`src/rtl/rxaf_pkg.sv`:
```
package rxaf_pkg;
   localparam int REG_DW     = 32;
   localparam int TOP_DW     = 16;
   localparam int CTRL_W     = 3;
   localparam int CTRL_MHASH = 0;
   localparam int CTRL_UHASH = 1;
   localparam int CTRL_NOBC  = 2;

   typedef enum logic [2:0] {
      KIND_NONE  = 3'd0,
      KIND_SLOT0 = 3'd1,
      KIND_SLOT1 = 3'd2,
      KIND_SLOT2 = 3'd3,
      KIND_SLOT3 = 3'd4,
      KIND_BCAST = 3'd5,
      KIND_MHASH = 3'd6,
      KIND_UHASH = 3'd7
   } kind_e;
endpackage

```
`src/rtl/rxaf_cfg_regs.sv`:
```
module rxaf_cfg_regs
   import rxaf_pkg::*;
#(
   parameter int N_SLOTS = 4,
   parameter int AW      = 4,
   parameter int HTAB_W  = 64
) (
   input  logic                          clk,
   input  logic                          rst_n,
   input  logic                          wr_en,
   input  logic [AW-1:0]                 wr_addr,
   input  logic [REG_DW-1:0]             wr_data,
   output logic [N_SLOTS-1:0][REG_DW-1:0] slot_lo,
   output logic [N_SLOTS-1:0][TOP_DW-1:0] slot_hi,
   output logic [N_SLOTS-1:0]            slot_act,
   output logic [HTAB_W-1:0]             htab,
   output logic [CTRL_W-1:0]             ctrl
);
   localparam int OFS_HLO  = 2 * N_SLOTS;
   localparam int OFS_HHI  = 2 * N_SLOTS + 1;
   localparam int OFS_CTRL = 2 * N_SLOTS + 2;
   localparam int HALF_W   = HTAB_W / 2;

   generate
      if (HALF_W != REG_DW) begin : g_bad_htab
         $error("hash table halves must match the register width");
      end
   endgenerate

   genvar s;
   generate
      for (s = 0; s < N_SLOTS; s++) begin : g_slot
         localparam logic [AW-1:0] OFS_LO = AW'(2 * s);
         localparam logic [AW-1:0] OFS_HI = AW'(2 * s + 1);

         always_ff @(posedge clk or negedge rst_n) begin
            if (!rst_n) begin
               slot_lo[s]  <= '0;
               slot_hi[s]  <= '0;
               slot_act[s] <= 1'b0;
            end else if (wr_en && wr_addr == OFS_LO) begin
               slot_lo[s]  <= wr_data;
               slot_act[s] <= 1'b0;
            end else if (wr_en && wr_addr == OFS_HI) begin
               slot_hi[s]  <= wr_data[TOP_DW-1:0];
               slot_act[s] <= 1'b1;
            end
         end

         p_arm_r3 : assert property (@(posedge clk) disable iff (!rst_n)
            wr_en && wr_addr == OFS_HI |=> slot_act[s]);
         p_disarm_r3 : assert property (@(posedge clk) disable iff (!rst_n)
            wr_en && wr_addr == OFS_LO |=> !slot_act[s]);
         p_hold_r3 : assert property (@(posedge clk) disable iff (!rst_n)
            !(wr_en && (wr_addr == OFS_LO || wr_addr == OFS_HI))
            |=> $stable(slot_act[s]));
      end
   endgenerate

   always_ff @(posedge clk or negedge rst_n) begin
      if (!rst_n) begin
         htab <= '0;
         ctrl <= '0;
      end else if (wr_en) begin
         if (wr_addr == AW'(OFS_HLO)) htab[HALF_W-1:0]      <= wr_data;
         if (wr_addr == AW'(OFS_HHI)) htab[HTAB_W-1:HALF_W] <= wr_data;
         if (wr_addr == AW'(OFS_CTRL)) ctrl                 <= wr_data[CTRL_W-1:0];
      end
   end
endmodule

```
`src/rtl/rxaf_hash_fold.sv`:
```
module rxaf_hash_fold #(
   parameter int ADDR_W = 48,
   parameter int IDX_W  = 6
) (
   input  logic [ADDR_W-1:0] addr,
   output logic [IDX_W-1:0]  idx
);
   genvar i;
   generate
      for (i = 0; i < IDX_W; i++) begin : g_bit
         always_comb begin
            idx[i] = 1'b0;
            for (int n = i; n < ADDR_W; n += IDX_W)
               idx[i] = idx[i] ^ addr[n];
         end
      end
   endgenerate
endmodule

```
`src/rtl/rxaf_slot_match.sv`:
```
module rxaf_slot_match
   import rxaf_pkg::*;
#(
   parameter int N_SLOTS = 4,
   parameter int ADDR_W  = 48
) (
   input  logic [ADDR_W-1:0]              addr,
   input  logic [N_SLOTS-1:0][REG_DW-1:0] slot_lo,
   input  logic [N_SLOTS-1:0][TOP_DW-1:0] slot_hi,
   input  logic [N_SLOTS-1:0]             slot_act,
   output logic [N_SLOTS-1:0]             hit
);
   generate
      if (ADDR_W != REG_DW + TOP_DW) begin : g_bad_width
         $error("address width must equal the two slot halves");
      end
   endgenerate

   genvar s;
   generate
      for (s = 0; s < N_SLOTS; s++) begin : g_cmp
         assign hit[s] = slot_act[s] && (addr == {slot_hi[s], slot_lo[s]});
      end
   endgenerate
endmodule

```
`src/rtl/rx_addr_filter.sv`:
```
module rx_addr_filter
   import rxaf_pkg::*;
#(
   parameter int N_SLOTS = 4,
   parameter int ADDR_W  = 48,
   parameter int IDX_W   = 6,
   parameter int AW      = 4
) (
   input  logic              clk,
   input  logic              rst_n,
   input  logic              cfg_wr_en,
   input  logic [AW-1:0]     cfg_wr_addr,
   input  logic [31:0]       cfg_wr_data,
   input  logic              addr_valid,
   input  logic [ADDR_W-1:0] dest_addr,
   output logic              res_valid,
   output logic              res_accept,
   output logic [2:0]        res_kind
);
   localparam int HTAB_W = 1 << IDX_W;
   localparam int N_REGS = 2 * N_SLOTS + 3;

   generate
      if (N_SLOTS < 1 || N_SLOTS > 4) begin : g_bad_slots
         $error("slot count must lie in 1..4");
      end
      if ((1 << AW) < N_REGS) begin : g_bad_aw
         $error("register offset too narrow");
      end
   endgenerate

   logic [N_SLOTS-1:0][REG_DW-1:0] slot_lo;
   logic [N_SLOTS-1:0][TOP_DW-1:0] slot_hi;
   logic [N_SLOTS-1:0]             slot_act;
   logic [HTAB_W-1:0]              htab;
   logic [CTRL_W-1:0]              ctrl;
   logic [N_SLOTS-1:0]             hit;
   logic [IDX_W-1:0]               hidx;

   rxaf_cfg_regs #(.N_SLOTS(N_SLOTS), .AW(AW), .HTAB_W(HTAB_W)) u_regs (
      .clk(clk), .rst_n(rst_n), .wr_en(cfg_wr_en), .wr_addr(cfg_wr_addr),
      .wr_data(cfg_wr_data), .slot_lo(slot_lo), .slot_hi(slot_hi),
      .slot_act(slot_act), .htab(htab), .ctrl(ctrl));

   rxaf_slot_match #(.N_SLOTS(N_SLOTS), .ADDR_W(ADDR_W)) u_match (
      .addr(dest_addr), .slot_lo(slot_lo), .slot_hi(slot_hi),
      .slot_act(slot_act), .hit(hit));

   rxaf_hash_fold #(.ADDR_W(ADDR_W), .IDX_W(IDX_W)) u_hash (
      .addr(dest_addr), .idx(hidx));

   logic  is_group, is_bcast, hash_hit, any_hit;
   kind_e kind_d;

   assign is_group = dest_addr[0];
   assign is_bcast = &dest_addr;
   assign hash_hit = htab[hidx];
   assign any_hit  = |hit;

   always_comb begin
      kind_d = KIND_NONE;
      if (any_hit) begin
         for (int s = N_SLOTS - 1; s >= 0; s--)
            if (hit[s]) kind_d = kind_e'(s + 1);
      end else if (is_bcast) begin
         if (!ctrl[CTRL_NOBC]) kind_d = KIND_BCAST;
      end else if (is_group) begin
         if (ctrl[CTRL_MHASH] && hash_hit) kind_d = KIND_MHASH;
      end else if (ctrl[CTRL_UHASH] && hash_hit) begin
         kind_d = KIND_UHASH;
      end
   end

   always_ff @(posedge clk or negedge rst_n) begin
      if (!rst_n) begin
         res_valid  <= 1'b0;
         res_accept <= 1'b0;
         res_kind   <= KIND_NONE;
      end else begin
         res_valid  <= addr_valid;
         res_accept <= addr_valid && (kind_d != KIND_NONE);
         res_kind   <= addr_valid ? kind_d : KIND_NONE;
      end
   end

   p_idle_r2 : assert property (@(posedge clk) disable iff (!rst_n)
      !addr_valid |=> !res_valid && !res_accept && res_kind == 3'd0);
   p_slot_wins_r4 : assert property (@(posedge clk) disable iff (!rst_n)
      addr_valid && any_hit |=> res_accept && res_kind >= 3'd1 && res_kind <= 3'd4);
   p_nobc_r9 : assert property (@(posedge clk) disable iff (!rst_n)
      addr_valid && !any_hit && is_bcast && ctrl[CTRL_NOBC] |=> !res_accept);
   p_mgate_r7 : assert property (@(posedge clk) disable iff (!rst_n)
      addr_valid && !any_hit && is_group && !is_bcast && !ctrl[CTRL_MHASH]
      |=> !res_accept);
   p_ugate_r8 : assert property (@(posedge clk) disable iff (!rst_n)
      addr_valid && !any_hit && !is_group && !ctrl[CTRL_UHASH] |=> !res_accept);
   p_htab_r6 : assert property (@(posedge clk) disable iff (!rst_n)
      addr_valid && !any_hit && !is_bcast && !htab[hidx] |=> !res_accept);
endmodule

```
`config.mk`:
```
export PLATFORM = sky130hd
export DESIGN_NAME = rx_addr_filter
export DESIGN_NICKNAME = d
export VERILOG_FILES = /design/src/rtl/rxaf_pkg.sv /design/src/rtl/rxaf_cfg_regs.sv /design/src/rtl/rxaf_hash_fold.sv /design/src/rtl/rxaf_slot_match.sv /design/src/rtl/rx_addr_filter.sv
export SDC_FILE = /design/constraint.sdc
export NUM_CORES = 1
export LEC_CHECK = 0
export BUFFER_PORTS_ARGS = -buffer_cell sky130_fd_sc_hd__buf_2
export CORE_ASPECT_RATIO = 0.75
export CORE_MARGIN = 2
export CORE_UTILIZATION = 60
export DETAILED_ROUTE_END_ITERATION = 10
export GPL_TIMING_DRIVEN = 1
export PLACE_DENSITY = 0.89
export SLEW_MARGIN = 10
export SYNTH_ARGS = -nofsm -noshare
export SYNTH_HDL_FRONTEND = slang
export SYNTH_HIERARCHICAL = 1
export SYNTH_SLANG_ARGS = --single-unit
```
`constraint.sdc`:
```
create_clock -name clk -period 5.1 [get_ports clk]
set_input_delay 0 -clock clk [delete_from_list [all_inputs] [get_ports clk]]
set_output_delay 0 -clock clk [all_outputs]
set_load 0.05 [all_outputs]
```
==> metrics.csv <==
metric,value,unit
outcome,finished clean,
PwrDens,434,mW/mm2
post-CTS setup buffers,0,
combinational fraction of design power,24.6,%
"EDFF count, synth",0,
Fin. Hold Viols,0,
Post-synth ARST share,100,%
Die Wd,176,um
Post-Syn Instances,982,
CP max stage cell,nor4_1,
Synth Cell Area,0.0133,mm2
CP dominant cell by count,nor4_1,
final period utilization,66.9,%
worst hold path class,input port to flip-flop,
Setup-failing EPs final,0,
Worst Max-Slew Pin Slew,1.30,ns
die area,0.0234,mm2
CP required,5.52,ns
Clock Path Buffers,3,
Syn Area/Cell,13.5,um2
IO buf count,92,
CTS tree,done,
DIE HEIGHT,133,um
main flop type after synthesis,dfrtp_1,
antenna-violating nets left,0,
H-tree Lvls,1,
Final min period,3.41,ns
Pwr Total,6.64,mW
via count,9212,
P_int,4.65,mW
total global-route track usage,34.9,%
num ports,93,
drt wl/cell,28.3,um
hold_ws,0.0336,ns
"CTS clk-pin slew, worst paths",0.06,ns
clk_skew,0.00803,ns
Leak,6.81,nW
Initial Util,60.6,%
max-cap violations,0,
Filler cells,1441,
# DRC,0,
maximum clock rate,0.293,GHz
critical path arrival,3.83,ns
HPWL Detailed,27200,um
sequential power share,44.5,%
Peak VDD IR,367,uV
layout cells sized above 1,37.0,%
Relative slew margins,13.3,%
"commonest non-fill, non-tap cell in the layout",dfrtp_1,
Final Max Slew Viols,0,
cells along the critical path,xor2_1 > nor4_1 > nand4_1 > nor4_1 > nor3_1 > and3_1 > a221o_1,
synth warn,6,
Clock Latency Late Sink,0.54,ns
Row Count,47,
"commonest cells after routing, fill and taps aside","268 x dfrtp_1, 250 x mux2_2, 183 x xor2_1",
routed vias/inst,6.49,
Area Growth Syn to Fin,15.1,%
crit-path max FO,4,
unrepaired setup endpoints after global routing,no,
first-pass GRT wire length,59500,um
final wirelength,40100,um
Clock power frac,30.8,%
sequential share of the synthesized area,50.4,%
"Distinct cells, synth",49,
total grt overflow,0,
GPL Wtd Cong,0.937,
Syn Nets,1070,
Placed Instances,1330,
CTS Sinks,268,
pre-CTS WS,1.54,ns
CTS buffer count,27,
fin nets,1190,
placeable core area,0.0219,mm2
Crit Path Class,flip-flop to flip-flop,
Switching Fraction,29.9,%
DRT iter0 DRCs,1085,
final std cells w/o fill,1419,
initial antenna violation count,1,
NetSw,1.99,mW
largest net degree at the start of global routing,107,
fin worst setup slack,1.69,ns
Crit. End Element,flip-flop,
Pre-antenna DRT Iters,7,
root buffer cell,clkbuf_16,
Final TNS setup,0,ns
Crit path largest cell delay,0.91,ns
Yosys reg bits,268,
Startpoint Class,flip-flop,
number of global-route vias before repair,9270,
[flip-flops by register name (all words and copies together) (netlist names)]
signal and flops:
u_regs/htab 64, u_regs/slot_hi 64, res_valid 1, res_kind 3, u_regs/slot_act 4, u_regs/ctrl 3, res_accept 1, u_regs/slot_lo 128
[power groups by stage]
stage | Combinational (mW) | Sequential, mW | Clock (mW)
5_1_grt | 1.72 | 3.01 | 2.14
4_1_cts | 1.60 | 2.94 | 2.06
2_1_floorplan | 1.10 | 2.90 | 0
3_5_place_dp | 1.55 | 2.98 | 0
3_3_place_gp | 1.50 | 2.94 | 0
6_report | 1.64 | 2.96 | 2.05
[area by class of cell]
cell class              instances  area, um2  share of cell area (%)
flip-flops and latches        268       6710                    43.8
multi-input cells             666       6380                    41.7
repair buffers                138        908                    5.94
clock buffers                  45        873                    5.71
well taps                     294        368                    2.40
clock inverters                 5       53.8                   0.352
diodes                          2       5.00                  0.0327
inverters                       1       3.75                  0.0245
[worst max-delay path, delay by kind of cell (launching register included)]
family	cells	cell delay, ns
simple gates	5	2.47
flops	1	0.39
xor+xnor	1	0.15
compound gates	1	0.29
[stage by stage]
| stage | utilization [%] | area (um2) |
|---|---|---|
| after floorplan | - | 13300 |
| after CTS | 69.7 | 15300 |
| final | 69.7 | 15300 |
| after global placement | 63.8 | 14000 |
| after global routing | 69.7 | 15300 |
| after detailed placement | 63.8 | 14000 |
[cells in the mapped netlist (4+ instances only)]
cell type / instances / area share, %
dfrtp_1: 268 / 50
mux2_2: 250 / 21
xor2_1: 183 / 12
xnor2_1: 49 / 3.2
nor4_1: 47 / 2.2
buf_2: 24 / 0.90
nand4_1: 21 / 0.99
buf_1: 13 / 0.37
nor2_1: 12 / 0.34
nand3_1: 10 / 0.38
mux2_1: 9 / 0.76
mux4_1: 9 / 1.8
nand2b_1: 7 / 0.33
nor3_1: 7 / 0.26
mux2i_1: 6 / 0.45
mux4_2: 6 / 1.0
clkbuf_1: 5 / 0.14
nand2_1: 5 / 0.14
nand3b_1: 4 / 0.23
[worst paths after layout]
path                                      end  cells past startpoint          startpoint  slack [ns]
max                                res_accept                      7  u_regs/slot_hi[29]        1.69
max in group asynchronous  u_regs/slot_hi[63]                      3               rst_n        3.67
max reg2reg                        res_accept                      7  u_regs/slot_hi[29]        1.69
min in group asynchronous      u_regs/ctrl[1]                      2               rst_n        0.08
min reg2reg                   u_regs/htab[47]                      1     u_regs/htab[47]        0.49
min                         u_regs/slot_lo[2]                      4      cfg_wr_addr[2]        0.03
[metal layers]
| layer | vias to the layer above | track usage, % | wire length [um] |
|---|---|---|---|
| met4 | 0 | 11.5 | 1470 |
| met5 | - | 0 | 0 |
| met3 | 112 | 10.1 | 4870 |
| li1 | 3746 | - | - |
| met2 | 624 | 51.4 | 17300 |
| met1 | 4730 | 50.3 | 16500 |
[cell families (layout without fill, tap and decap cells)]
family / after synthesis / in the layout / share of synthesized area (%)
XOR/XNOR: 232 / 232 / 15.3
other: 0 / 2 / 0
multiplexers: 280 / 280 / 25.2
buffers and inverters: 48 / 189 / 1.81
flip-flops: 268 / 268 / 50.4
AO/OA/AOI/OAI: 23 / 23 / 1.32
AND/OR/NAND/NOR: 131 / 131 / 5.98
[timing repair]
action / 4_1_cts / 5_1_grt
hold endpoints to repair: 347 / 0
hold buffers: 37 / 0
gates resized for setup: 0 / 0
(Power assumes the default switching activity.)
